$ cat src/rtl/rob_sq_pkg.sv
package rob_sq_pkg;
   typedef enum logic {
      WALK_IDLE = 1'b0,
      WALK_RUN  = 1'b1
   } walk_state_e;
endpackage

$ cat src/rtl/rob_ptr_ctrl.sv
module rob_ptr_ctrl #(
   parameter int DEPTH = 8,
   localparam int AW = $clog2(DEPTH),
   localparam int PW = AW + 1
) (
   input  logic          clk,
   input  logic          rst_n,
   input  logic          alloc_req,
   input  logic          alloc_block,
   input  logic          retire_req,
   output logic [PW-1:0] head_ptr,
   output logic [PW-1:0] tail_ptr,
   output logic [PW-1:0] count,
   output logic          full,
   output logic          empty,
   output logic          alloc_fire,
   output logic          retire_fire
);
   generate
      if (DEPTH < 2 || (DEPTH & (DEPTH - 1)) != 0) begin : g_bad_depth
         $error("rob_ptr_ctrl: DEPTH must be a power of two of at least 2");
      end
   endgenerate

   assign count       = tail_ptr - head_ptr;
   assign full        = (count == PW'(DEPTH));
   assign empty       = (count == '0);
   assign alloc_fire  = alloc_req && !alloc_block && !full;
   assign retire_fire = retire_req && !empty;

   always_ff @(posedge clk) begin
      if (!rst_n) begin
         head_ptr <= '0;
         tail_ptr <= '0;
      end else begin
         if (alloc_fire)  tail_ptr <= tail_ptr + PW'(1);
         if (retire_fire) head_ptr <= head_ptr + PW'(1);
      end
   end


   no_overflow_chk: assert property (@(posedge clk) disable iff (!rst_n)
      count <= PW'(DEPTH));
endmodule

$ cat src/rtl/rob_squash_walk.sv
module rob_squash_walk
   import rob_sq_pkg::*;
#(
   parameter int DEPTH = 8,
   parameter int SQ_W  = 2,
   parameter int SEQ_W = 16,
   localparam int AW = $clog2(DEPTH),
   localparam int PW = AW + 1
) (
   input  logic             clk,
   input  logic             rst_n,
   input  logic             sq_valid,
   input  logic [SEQ_W-1:0] sq_seq,
   input  logic [PW-1:0]    head_ptr,
   input  logic [PW-1:0]    tail_ptr,
   input  logic [SEQ_W-1:0] entry_seq [DEPTH],
   output logic             busy,
   output logic [DEPTH-1:0] mark
);
   generate
      if (SQ_W < 1 || SQ_W > DEPTH) begin : g_bad_width
         $error("rob_squash_walk: SQ_W must lie between 1 and DEPTH");
      end
   endgenerate

   walk_state_e      state;
   logic [SEQ_W-1:0] target;
   logic [PW-1:0]    walk_ptr;
   logic [PW-1:0]    avail;
   logic [DEPTH-1:0] hit;
   logic [DEPTH-1:0] step_mark;
   logic             step_stop;
   logic             go;
   logic             start;
   logic             retarget;

   assign busy     = (state == WALK_RUN);
   assign start    = !busy && sq_valid;
   assign retarget = busy && sq_valid && (sq_seq < target);
   // entries from the head up to the walk pointer, inclusive
   assign avail    = walk_ptr + PW'(1) - head_ptr;

   for (genvar g = 0; g < DEPTH; g++) begin : g_match
      assign hit[g] = (entry_seq[g] == target);
   end

   always_comb begin
      step_mark = '0;
      step_stop = (avail == '0);
      go        = (avail != '0);
      for (int i = 0; i < SQ_W; i++) begin
         if (go) begin
            if (hit[AW'(walk_ptr[AW-1:0] - AW'(i))]) begin
               step_stop = 1'b1;
               go        = 1'b0;
            end else begin
               step_mark[AW'(walk_ptr[AW-1:0] - AW'(i))] = 1'b1;
               if (PW'(i) == avail - PW'(1)) begin
                  step_stop = 1'b1;
                  go        = 1'b0;
               end
            end
         end
      end
   end

   assign mark = (busy && !retarget) ? step_mark : '0;

   always_ff @(posedge clk) begin
      if (!rst_n) begin
         state    <= WALK_IDLE;
         target   <= '0;
         walk_ptr <= '0;
      end else if (start) begin
         state    <= WALK_RUN;
         target   <= sq_seq;
         walk_ptr <= tail_ptr - PW'(1);
      end else if (retarget) begin
         target   <= sq_seq;
      end else if (busy) begin
         if (step_stop) state <= WALK_IDLE;
         walk_ptr <= walk_ptr - PW'(SQ_W);
      end
   end


   mark_budget_chk: assert property (@(posedge clk) disable iff (!rst_n)
      $countones(mark) <= SQ_W);


   idle_start_chk: assert property (@(posedge clk) disable iff (!rst_n)
      (sq_valid && !busy) |=> busy);


   walk_window_chk: assert property (@(posedge clk) disable iff (!rst_n)
      busy |-> ((tail_ptr - walk_ptr) != '0));
endmodule

$ cat src/rtl/rob_squash_tracker.sv
module rob_squash_tracker #(
   parameter int DEPTH = 8,
   parameter int SQ_W  = 2,
   parameter int PC_W  = 32,
   parameter int SEQ_W = 16,
   localparam int AW = $clog2(DEPTH),
   localparam int PW = AW + 1
) (
   input  logic             clk,
   input  logic             rst_n,
   input  logic             alloc_valid,
   input  logic [PC_W-1:0]  alloc_pc,
   input  logic [PC_W-1:0]  alloc_npc,
   input  logic [SEQ_W-1:0] alloc_seq,
   output logic             alloc_stall,
   output logic [AW-1:0]    alloc_idx,
   input  logic             done_valid,
   input  logic [AW-1:0]    done_idx,
   input  logic             retire_req,
   output logic             retire_commit,
   output logic             retire_squashed,
   output logic             retire_err,
   input  logic             sq_valid,
   input  logic [SEQ_W-1:0] sq_seq,
   output logic             sq_done,
   output logic [PW-1:0]    free_cnt,
   output logic             head_ready,
   output logic [PC_W-1:0]  head_pc,
   output logic [PC_W-1:0]  head_npc,
   output logic [SEQ_W-1:0] head_seq,
   output logic [PC_W-1:0]  tail_pc,
   output logic [SEQ_W-1:0] tail_seq
);
   generate
      if (PC_W < 1 || SEQ_W < 1) begin : g_bad_fields
         $error("rob_squash_tracker: field widths must be positive");
      end
   endgenerate

   logic [PW-1:0]    head_ptr, tail_ptr, count;
   logic             full, empty, alloc_fire, retire_fire;
   logic             walk_busy;
   logic [DEPTH-1:0] walk_mark;
   logic [DEPTH-1:0] rdy_q, sqf_q;
   logic [PC_W-1:0]  pc_q   [DEPTH];
   logic [PC_W-1:0]  npc_q  [DEPTH];
   logic [SEQ_W-1:0] seq_q  [DEPTH];
   logic [AW-1:0]    head_idx, newest_idx;

   rob_ptr_ctrl #(.DEPTH(DEPTH)) i_ptr (
      .clk         (clk),
      .rst_n       (rst_n),
      .alloc_req   (alloc_valid),
      .alloc_block (walk_busy || sq_valid),
      .retire_req  (retire_req),
      .head_ptr    (head_ptr),
      .tail_ptr    (tail_ptr),
      .count       (count),
      .full        (full),
      .empty       (empty),
      .alloc_fire  (alloc_fire),
      .retire_fire (retire_fire)
   );

   rob_squash_walk #(.DEPTH(DEPTH), .SQ_W(SQ_W), .SEQ_W(SEQ_W)) i_walk (
      .clk       (clk),
      .rst_n     (rst_n),
      .sq_valid  (sq_valid),
      .sq_seq    (sq_seq),
      .head_ptr  (head_ptr),
      .tail_ptr  (tail_ptr),
      .entry_seq (seq_q),
      .busy      (walk_busy),
      .mark      (walk_mark)
   );

   assign head_idx   = head_ptr[AW-1:0];
   assign newest_idx = AW'(tail_ptr[AW-1:0] - AW'(1));
   assign alloc_idx  = tail_ptr[AW-1:0];

   // entry payload: written once at dispatch, no reset needed
   always_ff @(posedge clk) begin
      if (alloc_fire) begin
         pc_q[alloc_idx]  <= alloc_pc;
         npc_q[alloc_idx] <= alloc_npc;
         seq_q[alloc_idx] <= alloc_seq;
      end
   end

   // per-entry status flags
   always_ff @(posedge clk) begin
      if (!rst_n) begin
         rdy_q <= '0;
         sqf_q <= '0;
      end else begin
         for (int e = 0; e < DEPTH; e++) begin
            if (alloc_fire && alloc_idx == AW'(e)) begin
               rdy_q[e] <= 1'b0;
               sqf_q[e] <= 1'b0;
            end else begin
               if (walk_mark[e]) begin
                  rdy_q[e] <= 1'b1;
                  sqf_q[e] <= 1'b1;
               end
               if (done_valid && done_idx == AW'(e)) rdy_q[e] <= 1'b1;
            end
         end
      end
   end

   assign alloc_stall     = full || walk_busy || sq_valid;
   assign retire_err      = retire_req && empty;
   assign retire_commit   = retire_fire && !sqf_q[head_idx];
   assign retire_squashed = retire_fire && sqf_q[head_idx];
   assign sq_done         = !walk_busy;
   assign free_cnt        = PW'(DEPTH) - count;
   assign head_ready      = !empty && rdy_q[head_idx];
   assign head_pc         = pc_q[head_idx];
   assign head_npc        = npc_q[head_idx];
   assign head_seq        = seq_q[head_idx];
   assign tail_pc         = pc_q[newest_idx];
   assign tail_seq        = seq_q[newest_idx];


   walk_blocks_alloc_chk: assert property (@(posedge clk) disable iff (!rst_n)
      walk_busy |-> !alloc_fire);


   squashed_is_ready_chk: assert property (@(posedge clk) disable iff (!rst_n)
      retire_squashed |-> head_ready);
endmodule

$ cat config.mk
export PLATFORM = sky130hd
export DESIGN_NAME = rob_squash_tracker
export DESIGN_NICKNAME = d
export VERILOG_FILES = /design/src/rtl/rob_sq_pkg.sv /design/src/rtl/rob_ptr_ctrl.sv /design/src/rtl/rob_squash_walk.sv /design/src/rtl/rob_squash_tracker.sv
export SDC_FILE = /design/constraint.sdc
export NUM_CORES = 1
export LEC_CHECK = 0
export BUFFER_PORTS_ARGS = -buffer_cell sky130_fd_sc_hd__buf_2
export CAP_MARGIN = 0
export CELL_PAD_IN_SITES_DETAIL_PLACEMENT = 1
export CELL_PAD_IN_SITES_GLOBAL_PLACEMENT = 2
export CORE_MARGIN = 3
export CORE_UTILIZATION = 40
export CTS_BUF_LIST = sky130_fd_sc_hd__clkbuf_4
export CTS_CLUSTER_DIAMETER = 150
export DETAILED_ROUTE_END_ITERATION = 6
export HOLD_SLACK_MARGIN = 0.08
export PLACE_DENSITY = 0.8
export SYNTH_ARGS = -nofsm -noshare
export SYNTH_HDL_FRONTEND = slang
export SYNTH_SLANG_ARGS = --single-unit
$ cat constraint.sdc
create_clock -name clk -period 12.75 [get_ports clk]
set_clock_uncertainty 0.15 [all_clocks]
set_input_delay 0.6375 -clock clk [delete_from_list [all_inputs] [get_ports clk]]
set_output_delay 0.6375 -clock clk [all_outputs]
set_load 0.1 [all_outputs]
==> results of run 1 <==
[power by group]
part | internal (W) | switching [W] | total (W)
combinational | 0.00112 | 0.00305 | 0.00417
sequential | 0.00259 | 0.000179 | 0.00277
clock | 0.000947 | 0.000895 | 0.00184
total | 0.00466 | 0.00412 | 0.00878
[sequential cells by signal, summed over array words and instances (netlist names), named ones only]
name and count:
i_ptr.head_ptr 4, i_ptr.tail_ptr 4, i_walk.busy 1, i_walk.target 16, i_walk.walk_ptr 4, npc_q 256
pc_q 256, rdy_q 8, seq_q 128, sqf_q 8
[per-stage QoR]
stage | util (%) | worst slack (ns) | cells | power, W
global placement | 43.5 | 6.97 | 2924 | 0.00695
CTS | 47.7 | 6.69 | 3334 | 0.00888
finish | 47.7 | 6.77 | 3341 | 0.00878
global route | 47.7 | 6.35 | 3338 | 0.00916
detailed placement | 43.5 | 6.74 | 2924 | 0.00698
floorplan | - | 4.11 | 1716 | 0.00616
[synthesized netlist by cell type (14+ instances only)]
| master | count |
|---|---|
| buf_2 | 25 |
| clkbuf_1 | 53 |
| dfxtp_1 | 48 |
| edfxtp_1 | 640 |
| ha_1 | 37 |
| inv_1 | 37 |
| mux2_2 | 112 |
| mux2i_1 | 19 |
| mux4_2 | 260 |
| nand2_1 | 78 |
| nand4_1 | 19 |
| nor2_1 | 48 |
| nor3_1 | 14 |
| nor4_1 | 23 |
| o211ai_1 | 14 |
| xnor2_1 | 56 |
| xor2_1 | 87 |
[routing by layer]
layer / GRT usage (%) / up-vias / share of wire [%]
met3: 5.02 / 132 / 6.6
met4: 7.60 / 6 / 2.6
met2: 35.3 / 744 / 49
met5: 0 / - / 0.046
li1: - / 8010 / -
met1: 28.7 / 9958 / 41
[timing repair]
item                       in CTS  in global routing
setup endpoints to repair       0                  0
buffers inserted                0                  0
hold endpoints to repair      677                  0
hold buffers                  110                  0
[cell families (layout without fill, tap and decap cells)]
group                      after synthesis  count (layout)  synth area share (%)
and+or+nand+nor                        225             225                  3.52
buffers and inverters                  142             720                  2.19
adders and majority gates               39              39                  1.59
DFF                                    688             688                  63.7
AOI/OAI and AO/OA                       88              88                  1.97
muxes                                  391             391                  23.1
xor gates and xnor gates               143             143                  3.95
other                                    0               7                     0
[worst max-delay path, stage by stage, from the launching register on]
cell     delay (ns)
dfxtp_1        0.94
inv_1          0.76
ha_1           0.56
o21a_1         0.14
nor3_1         0.34
o311a_1        0.56
nand2_1        0.34
nor2_4         0.83
buf_4          0.89
[worst max-delay path by stage]
stage	cells after the start	from	slack, ns	end
6_report	8	i_ptr.head_ptr[2]$_SDFFE_PN0P_	6.77	npc_q[7][24]$_DFFE_PP_
3_3_place_gp	8	i_ptr.head_ptr[2]$_SDFFE_PN0P_	6.97	npc_q[7][14]$_DFFE_PP_
5_1_grt	8	i_ptr.head_ptr[2]$_SDFFE_PN0P_	6.35	seq_q[12]$_DFFE_PP_
4_1_cts	8	i_ptr.head_ptr[2]$_SDFFE_PN0P_	6.69	seq_q[11]$_DFFE_PP_
2_1_floorplan	13	i_ptr.tail_ptr[0]$_SDFFE_PN0P_	4.11	npc_q[0][0]$_DFFE_PP_
3_5_place_dp	8	i_ptr.head_ptr[2]$_SDFFE_PN0P_	6.74	npc_q[7][15]$_DFFE_PP_
[area by class of cell]
type | count | area [sq um]
timing repair buffer | 381 | 2520
inverter | 39 | 146
clock buffer | 238 | 1790
tap | 1040 | 1300
antenna | 7 | 17.5
multi-input combinational | 886 | 10900
clock inverter | 62 | 380
sequential | 688 | 20200
fill | 7515 | 40800
==> impl_metrics.ini, run 1 <==
[run_status]
status = completed

[power]
pwr_density_cell_nw_per_um2 = 236
peakVddDrop_mv = 0.243
leakage_nw = 12.4

[global_routing]
track_usage_pct = 21.7
grt_first_pass_wirelength_mm = 133
antenna_found_initial = 10
grt_pass1_vias = 20541
grt_overflow = 0
grt_max_degree = 69

[clock_network]
max-clock-path-buffers = 3
cts_resized = 0
clk_pin_slew_ns = 0.07
cts_max_level = 4
root_buffer = clkbuf_4
worst_skew_pair.late_latency_ns = 0.99
cts.sinks = 688
cts_buffers = 174
cts_tree = built

[timing]
hold_violations = 0
hold_ws_ns = 0.283
finalCriticalPeriod_ns = 5.98
worst_pin_slew_ns = 1.13
relSlewSlack_pct = 24.5
fmax_ghz = 0.167
finalMaxSlewViolations = 0
setup_viol = 0
grt_setup_unrepaired = no
finalCritPeriodShare_pct = 46.9
finalSetupTns_ns = 0

[synth]
synthCells = 1716
ys.flop_type = edfxtp_1
seq_area_frac_synth_pct = 63.7
syn_area_sq_um = 31700
synth-edff-count = 640
synth_area_leader_cell = edfxtp_1
ys_types = 60
ys_ff_latch = 688
async_flop_share_pct = 0
synth.avg_cell_area_sq_um = 18.5
synth_nets = 1860
synth.area.top_cells = edfxtp_1, mux4_2, mux2_2, dfxtp_1, xor2_1
synth_top_area_share_pct = 60.7
yosys_warnings = 0

[cells_and_area]
final_cell_mix = edfxtp_1, mux4_2, buf_2, clkbuf_4, mux2_2
layout.nets = 2314
design_area_sq_um = 37200
layout_commonest_cell = edfxtp_1
area_growth_syn_to_layout_pct = 17.5
drive_gt1_share_pct = 40.5

[route]
via_per_inst = 5.64
wl_per_cell_um = 26.6
first_pass_iters = 7
dr.first_iter.drc_count = 1591
routed_wl_mm = 89.0
drc = 0
vias = 18850
drtAntennaViolNets = 0

[floorplan]
start_util_pct = 40.6
row_count = 102
die_area_sq_um = 82600
die_h_um = 287
die-width_um = 287
ios = 246
core-area_sq_um = 78000

[worst_setup_path]
cp.arrival_ns = 6.39
cp_data_required_time_ns = 13.17
rr_endpoint = npc_q[7][24]$_DFFE_PP_
worst-r2r-cell-count = 8
crit_type = reg -> reg
cp-end-kind = register
r2r_setup_slack_ns = 6.77
r2r-start = i_ptr.head_ptr[2]$_SDFFE_PN0P_
critPathMaxFanout = 55
start_kind = register

[hold_path]
hp-start = sq_seq[5]
holdPathEnd = i_walk.target[5]$_SDFFE_PN0P_
whs_path_depth = 4
hold_path.class = in -> reg

[placed_design]
placed_cell_area_sq_um = 33900
io_buffers = 245
place.gp.congestion = 0.857
place_hpwl_mm = 55.8

[run]
cap_violations = 0
Power figures use the tool's default switching activity.
==> run 2: changes to the inputs <==
--- a/config.mk
+++ b/config.mk
@@ -15,7 +15,7 @@
 export CTS_CLUSTER_DIAMETER = 150
 export DETAILED_ROUTE_END_ITERATION = 6
 export HOLD_SLACK_MARGIN = 0.08
-export PLACE_DENSITY = 0.8
+export PLACE_DENSITY = 0.83
 export SYNTH_ARGS = -nofsm -noshare
 export SYNTH_HDL_FRONTEND = slang
 export SYNTH_SLANG_ARGS = --single-unit
==> constraint.sdc (replaced) <==
create_clock -name clk -period 5.3 [get_ports clk]
set_clock_uncertainty 0.15 [all_clocks]
set_input_delay 0.265 -clock clk [delete_from_list [all_inputs] [get_ports clk]]
set_output_delay 0.265 -clock clk [all_outputs]
set_load 0.1 [all_outputs]
==> run 2 against run 1 <==
Against the previous run: routed wire length grew 4.6%; flip-flop and latch count is the same; die area is the same; sequential share of layout area shrank 2.4 points; global-route usage grew 0.98 points; first-iteration DRC count grew 9.7%; highest routed layer unchanged.
==> impl_metrics.ini, run 2 (synthesis gave the netlist of run 1 again) <==
[run_status]
status = completed

[run]
cap_violations = 0

[cells_and_area]
multi_input_area_sq_um = 10900
final_cell_mix = edfxtp_1, mux4_2, dlygate4sd3_1, buf_2, clkbuf_4
reg_top3 = npc_q x256, pc_q x256, seq_q x128
seqCellArea_sq_um = 20200
layout.nets = 2460
layout_commonest_cell = edfxtp_1
num-fill-cells = 7416
area_growth_syn_to_layout_pct = 23.1
drive_gt1_share_pct = 38.5

[route]
wl_per_cell_um = 26.6
drc = 0
via_per_inst = 5.60
dr.first_iter.drc_count = 1745
first_pass_iters = 5
routed_wl_mm = 93.1
vias = 19609
drtAntennaViolNets = 0

[worst_setup_path]
crit_family = buffers and inverters
endpoint = tail_pc[28]
rr_endpoint = rdy_q[7]$_SDFFE_PP0P_
cp_data_required_time_ns = 4.89
startpoint = i_ptr.tail_ptr[1]$_SDFFE_PN0P_
start_kind = register
cp_num_buf_inv = 3
crit_chain = inv_1 -> ha_4 -> buf_12 -> mux4_2 -> mux2_2 -> buf_2
r2r-start = i_ptr.tail_ptr[0]$_SDFFE_PN0P_
crit_type = reg -> out
r2r_setup_slack_ns = 0.61
cp.depth = 6
worst_path_max_delay_cell = dfxtp_1
worst-r2r-cell-count = 14
critPathMaxFanout = 64
cp-end-kind = output port
cp.arrival_ns = 4.52
slowest_delay_ns = 0.82

[floorplan]
ios = 246
core-area_sq_um = 78000
die_h_um = 287
die-width_um = 287
die_area_sq_um = 82600
start_util_pct = 40.6
row_count = 102

[clock_network]
root_buffer = clkbuf_4
max-clock-path-buffers = 3
cts.sinks = 688
worst_skew_pair.late_latency_ns = 1.03
clk_pin_slew_ns = 0.06
cts_buffers = 175
cts_tree = built
cts_max_level = 4
post_cts_buffers = 0

[power]
internal_power_w = 0.0114
peakVddDrop_mv = 0.586
power.total_w = 0.0216
p_seq_share_pct = 30.7
power_frac_comb_pct = 47.9
leakage_nw = 13.2
pwr_density_cell_nw_per_um2 = 554
p_sw_w = 0.0102
power_frac_clock_pct = 21.4
swShare_pct = 47.0

[global_routing]
track_usage_pct = 22.7
grt_pass1_vias = 21479
antenna_found_initial = 10
grt_max_degree = 94
grt_first_pass_wirelength_mm = 139
grt_overflow = 0

[timing]
finalCritPeriodShare_pct = 93.1
fmax_ghz = 0.203
worst_pin_slew_ns = 1.06
hold_violations = 0
grt_setup_unrepaired = no
finalCriticalPeriod_ns = 4.93
setup_viol = 0
setup_slack_ns = 0.365
relSlewSlack_pct = 29.1
finalMaxSlewViolations = 0

[hold_path]
hold_path.class = in -> reg

[placed_design]
place_hpwl_mm = 56.9
place.gp.congestion = 0.850
pre_cts_ws_ns = 0.995
io_buffers = 245
==> run 2: power groups by stage <==
stage	Clock [W]	Combinational [W]	Sequential (W)
final	0.00463	0.0103	0.00662
after global routing	0.00506	0.0108	0.00666
after CTS	0.00474	0.0104	0.00662
after detailed placement	0	0.0101	0.00673
after global placement	0	0.0101	0.00671
after floorplan	0	0.00836	0.00646
==> run 2: how the worst min path moves through the flow <==
stage	startpoint	endpoint	slack (ns)	cells past startpoint
2_1_floorplan	alloc_npc[0]	npc_q[0][0]$_DFFE_PP_	0.21	0
3_3_place_gp	sqf_q[5]$_SDFFE_PP0P_	sqf_q[5]$_SDFFE_PP0P_	0.30	2
3_5_place_dp	sqf_q[5]$_SDFFE_PP0P_	sqf_q[5]$_SDFFE_PP0P_	0.31	2
4_1_cts	done_idx[2]	rdy_q[6]$_SDFFE_PP0P_	0.09	6
5_1_grt	done_idx[2]	rdy_q[6]$_SDFFE_PP0P_	0.18	6
6_report	done_idx[2]	rdy_q[6]$_SDFFE_PP0P_	0.22	6
==> run 2: per-layer routing <==
| layer | track usage (%) | routed length (um) | vias to the layer above | share of wire (%) |
|---|---|---|---|---|
| li1 | - | - | 8322 | - |
| met1 | 29.0 | 37000 | 10297 | 40 |
| met2 | 37.3 | 46100 | 831 | 50 |
| met3 | 6.21 | 7380 | 155 | 7.9 |
| met4 | 7.94 | 2530 | 4 | 2.7 |
| met5 | 0 | 27 | - | 0.029 |
==> run 2: layout make-up <==
| cell class | instances | area share (%) |
|---|---|---|
| Clock buffer | 242 | 4.66 |
| Clock inverter | 73 | 1.23 |
| Tap cell | 1040 | 3.34 |
| Antenna cell | 6 | 0.0385 |
| Timing Repair Buffer | 526 | 10.6 |
| Sequential cell | 688 | 51.8 |
| Multi-Input combinational cell | 886 | 28.0 |
| Inverter | 39 | 0.376 |
==> run 2: repair_timing <==
item                                   in CTS  in global routing
hold buffers                              246                  0
gates resized for setup                     0                  0
endpoints found under the hold margin     696                  0
==> run 2: worst register-to-register path: cells and delay by family (launching register included) <==
kind	cells	cell delay, ns
AOI/OAI and AO/OA	3	0.84
adders and majority gates	3	0.90
buffers and inverters	6	1.88
DFF	1	0.63
and+or+nand+nor	2	0.23
==> run 2: stage by stage <==
step | hold WS [ns] | instance area (sq um) | cells | util, % | TNS, ns
final | 0.219 | 39000 | 3500 | 50.0 | 0
after global routing | 0.185 | 39000 | 3497 | 50.0 | 0
after CTS | 0.0912 | 39000 | 3494 | 50.0 | 0
after detailed placement | 0.306 | 34200 | 2933 | 43.9 | 0
after global placement | 0.296 | 34200 | 2933 | 43.9 | 0
after floorplan | 0.214 | 31700 | 1716 | - | -460.65
==> run 3: changes to the inputs <==
--- a/config.mk
+++ b/config.mk
@@ -15,7 +15,7 @@
 export CTS_CLUSTER_DIAMETER = 150
 export DETAILED_ROUTE_END_ITERATION = 6
 export HOLD_SLACK_MARGIN = 0.08
-export PLACE_DENSITY = 0.83
+export PLACE_DENSITY = 0.8
 export SYNTH_ARGS = -nofsm -noshare
 export SYNTH_HDL_FRONTEND = slang
 export SYNTH_SLANG_ARGS = --single-unit
==> constraint.sdc (replaced) <==
create_clock -name clk -period 5.1 [get_ports clk]
set_clock_uncertainty 0.15 [all_clocks]
set_input_delay 0.255 -clock clk [delete_from_list [all_inputs] [get_ports clk]]
set_output_delay 0.255 -clock clk [all_outputs]
set_load 0.1 [all_outputs]
==> run 3 against run 2 <==
Against the previous run: design area decreased by 0.18%; routed wire length decreased by 3.7%; clock-buffer cell count increased by 8; non-clock buffer count decreased by 2; critical endpoint is now tail_seq[12]; largest cell class unchanged; highest routed layer unchanged.
==> impl_metrics.ini, run 3 (synthesis gave the netlist of run 1 again) <==
[run_status]
status = completed

[worst_setup_path]
cp-end-kind = output port
worst_path_max_delay_cell = dfxtp_1
critPathMaxFanout = 33
crit_chain = inv_1 -> ha_4 -> buf_4 -> mux4_2 -> mux2_2 -> buf_2
slowest_delay_ns = 0.80
worst-r2r-cell-count = 12
cp_data_required_time_ns = 4.70
cp.arrival_ns = 4.27
crit_type = reg -> out
start_kind = register

[clock_network]
cts_max_level = 4
root_buffer = clkbuf_4
clk_pin_slew_ns = 0.08
cts_tree = built
post_cts_buffers = 0
cts_buffers = 177
max-clock-path-buffers = 3
cts.sinks = 688
worst_skew_pair.late_latency_ns = 0.97

[route]
drc = 0
first_pass_iters = 5
vias = 19366
dr.first_iter.drc_count = 1624
routed_wl_mm = 89.6
wl_per_cell_um = 25.7
drtAntennaViolNets = 0
via_per_inst = 5.55

[cells_and_area]
layout.nets = 2460
final_cell_mix = edfxtp_1, mux4_2, clkbuf_4, dlygate4sd3_1, buf_2
num-fill-cells = 7469
multi_input_area_sq_um = 10900
area_growth_syn_to_layout_pct = 22.9
drive_gt1_share_pct = 39.0
layout_commonest_cell = edfxtp_1
reg_top3 = npc_q x256, pc_q x256, seq_q x128
seqCellArea_sq_um = 20200

[floorplan]
ios = 246
core-area_sq_um = 78000
start_util_pct = 40.6
die_area_sq_um = 82600
row_count = 102
die-width_um = 287
die_h_um = 287

[timing]
relSlewSlack_pct = 22.3
finalCriticalPeriod_ns = 4.68
setup_viol = 0
fmax_ghz = 0.214
finalSetupTns_ns = 0
worst_pin_slew_ns = 1.16
finalCritPeriodShare_pct = 91.7
hold_ws_ns = 0.217
finalMaxSlewViolations = 0
grt_setup_unrepaired = no
hold_violations = 0

[power]
p_sw_w = 0.0103
p_seq_share_pct = 31.1
power_frac_comb_pct = 47.6
power_frac_clock_pct = 21.4
power.total_w = 0.0223
swShare_pct = 46.5
peakVddDrop_mv = 0.679
pwr_density_cell_nw_per_um2 = 572
leakage_nw = 13.2
internal_power_w = 0.0119

[run]
cap_violations = 0

[global_routing]
grt_pass1_vias = 21242
grt_first_pass_wirelength_mm = 135
track_usage_pct = 21.9
grt_max_degree = 81
grt_overflow = 0
antenna_found_initial = 9

[hold_path]
whs_path_depth = 6
hold_path.class = in -> reg

[placed_design]
place.gp.congestion = 0.870
io_buffers = 245
place_hpwl_mm = 53.9
run 3: cell count changes in the layout (fill, tap and decap cells not counted), sizes merged:
cell | previous run | this run
diode | 6 | 7
clkinvlp | 0 | 2
clkbuf | 242 | 250
dlygate4sd3 | 246 | 247
clkinv | 64 | 46
buf | 280 | 277
run 3: area by class of cell:
type	instances	area share (%)
diodes	7	0.0450
clock buffers	250	4.82
clock inverters	57	1.02
inverters	39	0.376
multi-input cells	886	28.1
flip-flops and latches	688	51.9
well taps	1040	3.34
repair buffers	524	10.4
run 3: metal layers:
layer	wire length [um]	up-vias	track usage (%)
li1	-	8321	-
met1	36200	10164	27.9
met2	45100	722	36.7
met3	5920	157	5.18
met4	2440	2	7.88
met5	13	-	0
run 3: power by group through the flow:
stage | Clock (W) | Combinational [W] | Sequential [W]
after floorplan | 0 | 0.00870 | 0.00670
after global routing | 0.00523 | 0.0110 | 0.00697
after global placement | 0 | 0.0104 | 0.00702
final | 0.00476 | 0.0106 | 0.00692
after detailed placement | 0 | 0.0104 | 0.00705
after CTS | 0.00492 | 0.0107 | 0.00692
run 3: per-stage QoR:
| stage | instance area, sq um | std cells | setup WS (ns) | util [%] |
|---|---|---|---|---|
| 2_1_floorplan | 31800 | 1716 | 0.00392 | - |
| 5_1_grt | 38900 | 3489 | 0.0829 | 49.9 |
| 4_1_cts | 38900 | 3484 | 0.241 | 49.9 |
| 3_3_place_gp | 34200 | 2930 | 1.03 | 43.8 |
| 3_5_place_dp | 34200 | 2930 | 0.956 | 43.8 |
| 6_report | 38900 | 3491 | 0.424 | 49.9 |
run 3: repair_timing:
item	in CTS	in global routing
hold endpoints to repair	688	0
hold buffers	247	0
setup endpoints to repair	0	0
gates resized for setup	0	0
run 3: final timing paths:
path | slack (ns) | from | end
max | 0.42 | i_ptr.tail_ptr[1]$_SDFFE_PN0P_ | tail_seq[12]
min | 0.22 | done_idx[2] | rdy_q[4]$_SDFFE_PP0P_
max reg2reg | 0.68 | i_walk.target[13]$_SDFFE_PN0P_ | i_walk.target[2]$_SDFFE_PN0P_
min reg2reg | 0.33 | sqf_q[5]$_SDFFE_PP0P_ | sqf_q[5]$_SDFFE_PP0P_
run 3: critical path, delay by kind of cell (launching register included):
kind                       cells  cell delay (ns)
buffers and inverters          3             1.22
DFF                            1             0.80
muxes                          2             0.73
adders and majority gates      1             0.54
